$ cat config.mk
export PLATFORM = sky130hd
export DESIGN_NAME = thread_tlb
export DESIGN_NICKNAME = d
export VERILOG_FILES = /design/src/rtl/tlb_pkg.sv /design/src/rtl/tlb_lfsr.sv /design/src/rtl/tlb_match.sv /design/src/rtl/tlb_victim.sv /design/src/rtl/thread_tlb.sv
export SDC_FILE = /design/constraint.sdc
export NUM_CORES = 2
export LEC_CHECK = 0
export CORE_MARGIN = 1.5
export CORE_UTILIZATION = 40
export CTS_CLUSTER_SIZE = 14
export DETAILED_ROUTE_END_ITERATION = 10
export GPL_ROUTABILITY_DRIVEN = 0
export SYNTH_ARGS = -nofsm -noshare
export SYNTH_HDL_FRONTEND = slang
export SYNTH_HIERARCHICAL = 1
export SYNTH_SLANG_ARGS = --single-unit
$ cat constraint.sdc
create_clock -name clk -period 7.55 [get_ports clk]
set_clock_uncertainty 0.2 [all_clocks]
set_input_delay 1.8875 -clock clk [delete_from_list [all_inputs] [get_ports clk]]
set_output_delay 1.8875 -clock clk [all_outputs]
set_load 0.02 [all_outputs]
$ cat src/rtl/tlb_pkg.sv
package tlb_pkg;
    parameter int TLB_WAYS  = 4;
    parameter int TLB_SETS  = 16;
    parameter int VPN_W     = 20;
    parameter int PPN_W     = 20;
    parameter int TID_W     = 1;
    parameter int LFSR_W    = 8;
    parameter logic [LFSR_W-1:0] LFSR_TAPS = 8'hB8;

    localparam int WAY_W = $clog2(TLB_WAYS);
    localparam int SET_W = $clog2(TLB_SETS);
    localparam int TAG_W = VPN_W - SET_W;

    typedef logic [TID_W-1:0] tid_t;
    typedef logic [VPN_W-1:0] vpn_t;
    typedef logic [PPN_W-1:0] ppn_t;
    typedef logic [TAG_W-1:0] tag_t;
    typedef logic [SET_W-1:0] set_t;
    typedef logic [WAY_W-1:0] way_t;
    typedef logic [TLB_WAYS-1:0] way_vec_t;

    typedef struct packed {
        logic valid;
        tid_t tid;
        tag_t tag;
        ppn_t ppn;
    } tlb_entry_t;

    typedef tlb_entry_t [TLB_WAYS-1:0] tlb_row_t;

    // Power-of-two set count: modulo is the low bits.
    function automatic set_t set_of(input vpn_t v);
        return v[SET_W-1:0];
    endfunction

    function automatic tag_t tag_of(input vpn_t v);
        return v[VPN_W-1:SET_W];
    endfunction

    function automatic way_t onehot_to_way(input way_vec_t oh);
        way_t r;
        r = '0;
        for (int i = 0; i < TLB_WAYS; i++) begin
            if (oh[i]) r = r | way_t'(i);
        end
        return r;
    endfunction
endpackage

$ cat src/rtl/tlb_lfsr.sv
module tlb_lfsr
    import tlb_pkg::*;
(
    input  logic              clk,
    input  logic              rst,
    output logic [LFSR_W-1:0] state
);
    logic fb;

    assign fb = ^(state & LFSR_TAPS);

    always_ff @(posedge clk) begin
        if (rst) begin
            state <= LFSR_W'(1);
        end else begin
            state <= {state[LFSR_W-2:0], fb};
        end
    end
endmodule

$ cat src/rtl/tlb_match.sv
module tlb_match
    import tlb_pkg::*;
(
    input  tlb_row_t row,
    input  tid_t     tid,
    input  tag_t     tag,
    output way_vec_t hit_vec,
    output logic     hit,
    output ppn_t     ppn
);
    ppn_t masked [TLB_WAYS];

    for (genvar w = 0; w < TLB_WAYS; w++) begin : g_way
        assign hit_vec[w] = row[w].valid && (row[w].tid == tid) && (row[w].tag == tag);
        assign masked[w]  = hit_vec[w] ? row[w].ppn : '0;
    end

    always_comb begin
        ppn = '0;
        for (int w = 0; w < TLB_WAYS; w++) begin
            ppn = ppn | masked[w];
        end
    end

    assign hit = |hit_vec;
endmodule

$ cat src/rtl/tlb_victim.sv
module tlb_victim
    import tlb_pkg::*;
(
    input  tlb_row_t row,
    input  way_t     rnd_way,
    output way_t     victim
);
    way_vec_t free_vec;
    way_t     first_free;

    for (genvar w = 0; w < TLB_WAYS; w++) begin : g_free
        assign free_vec[w] = !row[w].valid;
    end

    // Lowest-numbered free way wins.
    always_comb begin
        first_free = '0;
        for (int w = TLB_WAYS - 1; w >= 0; w--) begin
            if (free_vec[w]) first_free = way_t'(w);
        end
    end

    assign victim = (|free_vec) ? first_free : rnd_way;
endmodule

$ cat src/rtl/thread_tlb.sv
module thread_tlb
    import tlb_pkg::*;
(
    input  logic             clk,
    input  logic             rst,
    input  logic [TID_W-1:0] lk_tid,
    input  logic [VPN_W-1:0] lk_vpn,
    output logic             lk_hit,
    output logic [PPN_W-1:0] lk_ppn,
    input  logic             fl_valid,
    input  logic [TID_W-1:0] fl_tid,
    input  logic [VPN_W-1:0] fl_vpn,
    input  logic [PPN_W-1:0] fl_ppn,
    input  logic             flush_valid,
    input  logic [TID_W-1:0] flush_tid
);
    tlb_row_t          mem [TLB_SETS];
    logic [LFSR_W-1:0] rnd;
    way_vec_t          lk_hit_vec;
    way_vec_t          fl_hit_vec;
    logic              fl_match;
    ppn_t              fl_unused_ppn;
    way_t              victim_way;
    way_t              fill_way;
    set_t              fill_set;

    tlb_lfsr u_lfsr (
        .clk   (clk),
        .rst   (rst),
        .state (rnd)
    );

    tlb_match u_lk_match (
        .row     (mem[set_of(lk_vpn)]),
        .tid     (lk_tid),
        .tag     (tag_of(lk_vpn)),
        .hit_vec (lk_hit_vec),
        .hit     (lk_hit),
        .ppn     (lk_ppn)
    );

    tlb_match u_fl_match (
        .row     (mem[set_of(fl_vpn)]),
        .tid     (fl_tid),
        .tag     (tag_of(fl_vpn)),
        .hit_vec (fl_hit_vec),
        .hit     (fl_match),
        .ppn     (fl_unused_ppn)
    );

    tlb_victim u_victim (
        .row     (mem[set_of(fl_vpn)]),
        .rnd_way (rnd[WAY_W-1:0]),
        .victim  (victim_way)
    );

    assign fill_set = set_of(fl_vpn);
    assign fill_way = fl_match ? onehot_to_way(fl_hit_vec) : victim_way;

    // Flush first, fill second: the later assignment wins on a shared entry.
    always_ff @(posedge clk) begin
        if (rst) begin
            for (int s = 0; s < TLB_SETS; s++) begin
                for (int w = 0; w < TLB_WAYS; w++) begin
                    mem[s][w].valid <= 1'b0;
                end
            end
        end else begin
            if (flush_valid) begin
                for (int s = 0; s < TLB_SETS; s++) begin
                    for (int w = 0; w < TLB_WAYS; w++) begin
                        if (mem[s][w].tid == flush_tid) mem[s][w].valid <= 1'b0;
                    end
                end
            end
            if (fl_valid) begin
                mem[fill_set][fill_way] <= '{valid: 1'b1, tid: fl_tid,
                                             tag: tag_of(fl_vpn), ppn: fl_ppn};
            end
        end
    end
endmodule

* Yosys cells after proc, flatten, opt, wreduce, memory -nomap -nowiden
Memories as Yosys holds them, arrays and structs flattened.
Index checks and enable logic that the tools add are counted.
** Word-level totals
- Register bits :: 8
- Bits in writable memories :: 2432
- Memories kept :: 1
- Word-level logic and storage cells :: 516
** Memories
- mem :: depth 16, width 152, rd ports 18, clocked after Yosys merged registers in 0, write ports 17, line thread_tlb.sv:17 : tlb_row_t mem [TLB_SETS];
** Operators by class
- Bitwise logic cells :: 67
- Equality and inequality tests :: 80
- Reduce and logical (&&, ||, !) cells :: 25
- Magnitude comparators :: 2
- Mux-type cells :: 340
** Operators with widths (number)
- 1-bit 2-to-1 mux :: 325
- 152-bit 2-to-1 mux :: 1
- 16-bit equality test :: 8
- 20-bit 2-to-1 mux :: 4
- 38-bit demux with 2-bit select :: 1
- 1-bit equality test :: 72
- 1-bit bitwise OR :: 64
- 20-bit bitwise OR :: 3
- 38-bit 2-to-1 mux :: 1
- 1-bit logical AND :: 17
- 2-bit 2-to-1 mux :: 8
- 4-bit OR reduction :: 3
- 8-bit XOR reduction :: 1
- 1-bit zero test :: 4
- 2-bit by 3-bit < comparator with 1-bit output, second input constant :: 1
- 2-bit by 1-bit >= comparator with 1-bit output, second input constant :: 1

* Depth between registers and ports, before layout
An unclocked memory read counts as a cell.
- Depth in word-level cells :: 13
- Depth in mapped cells :: 17
- Mapped depth without buffers :: 12

* Hierarchy
Netlist, hierarchy kept.
** Modules (own cells, without submodules)
- thread_tlb :: cells each 5541, area an instance 110128.1 um2, instances 1
- tlb_match :: cells each 247, area an instance 1705.4 um2, instances 2
- tlb_lfsr :: cells each 19, area an instance 236.5 um2, instances 1
- tlb_victim :: cells each 6, area an instance 32.5 um2, instances 1

* Worst setup path before layout
Ideal clock, no wire load.
- Path type :: in2reg
- Start point :: input fl_vpn[0]
- End point :: memory mem[11][38] (netlist name) (enable)
- Cell stages on the path :: 16
- Setup time :: 0.431 ns
- Slack :: 0.279 ns
- Arrival :: 6.640 ns
- Buffers on the path :: 4
- Data required time :: 6.919 ns
- Cells stage by stage :: clkbuf_1 > buf_2 > buf_2 > mux4_2 > a22oi_1 > nand2_1 > xor2_1 > nor4_1 > nand3_1 > nor4b_1 > or4_1 > nor2_1 > a21oi_1 > nand3_1 > clkbuf_1 > nor2_1
** RTL lines
- start: declaration :: line thread_tlb.sv:12 : input logic [VPN_W-1:0] fl_vpn,
- end: declaration :: line thread_tlb.sv:17

* Worst setup path in the final report
- Start point :: input lk_vpn[0]
- End point :: output lk_ppn[7]
** On the way
- Longest elaborated chain between the ends :: 8
- Elaborated cells on any way between the ends :: 24
** RTL lines
- start: declaration :: line thread_tlb.sv:7 : input logic [VPN_W-1:0] lk_vpn,
- memory read 16 x 152 bit (*)
- parallel branches: the longest is 6 deep, another holds 20-bit 2-to-1 mux
- 20-bit bitwise OR (*) :: line tlb_match.sv:21 : ppn = ppn | masked[w];
- end: declaration :: line thread_tlb.sv:9 : output logic [PPN_W-1:0] lk_ppn,
Mark *: on every way between the ends.

==> results.txt <==
Hold repair after CTS inserted 0 buffers. The maximum fanout count along the critical path was 21; the clock period minus final worst setup slack was 7490 ps. The CTS buffer count was 279. Number of cells traversed by the worst hold path: 1.

Summed over all layers, the global routing overflow is 0. The busiest layer in global routing was met2. The max-slew headroom at the worst pin was 0.148; the cell count after placement was 8924. From bottom edge to top edge, the die measures 513 µm.

The element type at the critical path end is an output port. The number of nets in the layout is 5903, and the number of global-route vias before repair is 59000. Counting cells, the worst reg-to-reg path comes to 15. Once detailed placement completed, the half-perimeter wirelength came to 205000 µm. The post-detailed-routing wire length is 329000 µm, and the worst-case register-to-register setup slack is 2450 ps. No sink is reached through more buffers than the 4 on the longest clock path. The tools report the met3 demand-to-capacity share in global routing as 0.0455.

In this run the tool buffered the top-level ports with 87 buffer cells. The run gives 0 as the remaining antenna violation count. The run gives 5 as the number of levels in the clock H-tree.

The total iterations of the first detailed-routing run came out at 9. The fraction of final layout cells sized beyond drive strength 1 came out at 0.323. The first global-routing pass estimated 460000 µm of wire. After clock tree synthesis, the clock-pin slew on the worst setup and hold paths is 60 ps.

Dividing the detail-routed wire length by the instance count gives 34.9 µm. The DRC violation count after routing was 0; the routed via count divided by cell count was 6.25. For the pin with the worst max-slew slack, the measured transition is 1270 ps. The synthesized netlist occupies a cell area of 104000 µm². The global-route met2 utilization is 0.391, and the met1 track demand over resource in global routing is 0.340. The logs give 88 for the I/O pin count and 0.134 GHz for the achievable clock frequency. Setup violations remaining at the end of the flow were counted as 0.

Counting every net in the synthesized netlist gives 5367. Worst setup path startpoint: lk_vpn[0]. Detailed routing inserted a total of 58800 vias. The global-route total usage across every layer was 0.248. The synthesis-to-finish area growth came out at 18.4%.

STA puts the critical path data arrival time at 5400 ps. For the final cell count without fillers, the log shows 9409. The critical path ends at lk_ppn[7].

The average instance in the mapped netlist occupies 19.6 µm². Width of the die: 513 µm. The run gives 950 ps as the clock latency of the later-clocked register in the worst-skew pair. On the final layout, the worst hold slack is 225 ps. The starting density of the core was 0.403.

For the number of clock sinks, the log shows 2440. After the first detailed-routing iteration, the DRC count stood at 8157. After layout, the design draws a total of 29.6 mW.

Master of the slowest instance on the critical path: sky130_fd_sc_hd__nor4_2. Synthesis handed over a netlist of 5300 instances. The reg-to-reg endpoint is mem[6][51]. The run finished with clean final reports. Counting the fill cells in the layout gives 21000. By startpoint and endpoint, the worst setup path is classified as primary input to output port.

The tools report the pin count of the biggest net entering global routing as 106. The total area inside the core boundary comes to 258000 µm². Across the run, the number of max-cap violations was 0. The path class of the tightest hold or removal check is flip-flop to flip-flop. The die covers 263000 µm². The worst register-to-register path begins at mem[11][141]. Walking the worst path, the cells encountered are buf_16, buf_16, buf_4, mux4_2, a22oi_1, nand2_1, xor2_1, nor4_2, nand3_1, buf_12, o32ai_1, buf_4, a311o_1, buf_4, buf_4. The floorplan has 186 rows. Leakage power: 39.5 nW. The part of the cycle the worst path needs was 0.992. The run gives 0 as the final count of hold timing violations. TritonCTS built the clock tree.

The kind of launch point of the worst setup path was a primary input. VDD sags by at most 245 µV. The max-slew violation count is 0. By instance count, the cell type seen most on the critical path is sky130_fd_sc_hd__buf_4. For this run, the number of Yosys warnings is 6. The worst endpoint required time was 5460 ps; the number of antenna violations at the first check in global routing was 15. Power density normalized to cell area: 240 nW/µm². The library cell used most frequently in the layout, excluding fill and tap cells, is sky130_fd_sc_hd__edfxtp_1. In the layout the commonest cells are sky130_fd_sc_hd__edfxtp_1 (2368), sky130_fd_sc_hd__mux4_2 (818), sky130_fd_sc_hd__a22oi_1 (481). On the worst path, the slowest cell contributes a delay of 550 ps. The cell sitting at the root of the clock tree is a sky130_fd_sc_hd__clkbuf_16.
## flip-flops by register name, indices dropped and copies added, names as in the netlist
register,cells
mem,2432
u_lfsr/state,8
## power breakdown
group | internal, mW | total, mW | leakage [nW] | switching (mW)
sequential | 14.9 | 14.9 | 21.9 | 0.00945
clock | 7.31 | 12.6 | 4.05 | 5.29
combinational | 0.778 | 2.09 | 13.6 | 1.32
## timing repair
| item | in CTS | in global routing |
|---|---|---|
| setup buffers | 0 | 13 |
| setup endpoints to repair | 21 | 8 |
| endpoints found under the hold margin | 0 | 0 |
| pin swaps | 1 | 5 |
| gates cloned | 0 | 2 |
| gates resized for setup | 16 | 7 |
## cell type report
cell class	count	area [µm²]	area share
repair buffers	684	8000	0.0650
multi-input cells	2423	29900	0.243
inverters	8	30.0	0.000244
clock buffers	334	7330	0.0596
clock inverters	132	953	0.00775
flip-flops and latches	2440	72500	0.590
well taps	3384	4230	0.0344
diodes	4	10.0	0.0000814
## per-stage QoR
| step | TNS [ps] | utilization | setup slack, ps | cell area [µm²] |
|---|---|---|---|---|
| after floorplan | 0 | - | 353 | 104000 |
| after detailed placement | -2740 | 0.444 | -635 | 114000 |
| after global placement | -3360 | 0.444 | -649 | 114000 |
| after CTS | 0 | 0.477 | 35.4 | 123000 |
| final | 0 | 0.478 | 60.3 | 123000 |
| after global routing | -5.95 | 0.477 | -5.95 | 123000 |
## how the worst min path moves through the flow
stage | start | to | slack [ps]
after CTS | u_lfsr/state[2] | u_lfsr/state[3] | 220
after global routing | u_lfsr/state[2] | u_lfsr/state[3] | 240
after detailed placement | u_lfsr/state[6] | u_lfsr/state[7] | 230
after floorplan | u_lfsr/state[2] | u_lfsr/state[3] | 210
final | u_lfsr/state[2] | u_lfsr/state[3] | 220
after global placement | u_lfsr/state[6] | u_lfsr/state[7] | 220
## routing by layer
| metal | up-vias | share of wire |
|---|---|---|
| met5 | - | 0.00015 |
| li1 | 23400 | - |
| met2 | 3141 | 0.47 |
| met3 | 611 | 0.090 |
| met4 | 6 | 0.047 |
| met1 | 31700 | 0.39 |
## critical path, delay by kind of cell
kind	cells	cell delay, ps
buffers and inverters	7	1230
AND/OR/NAND/NOR	3	960
AO/OA/AOI/OAI	3	530
multiplexers	1	500
XOR/XNOR	1	190
(Power assumes the default switching activity.)
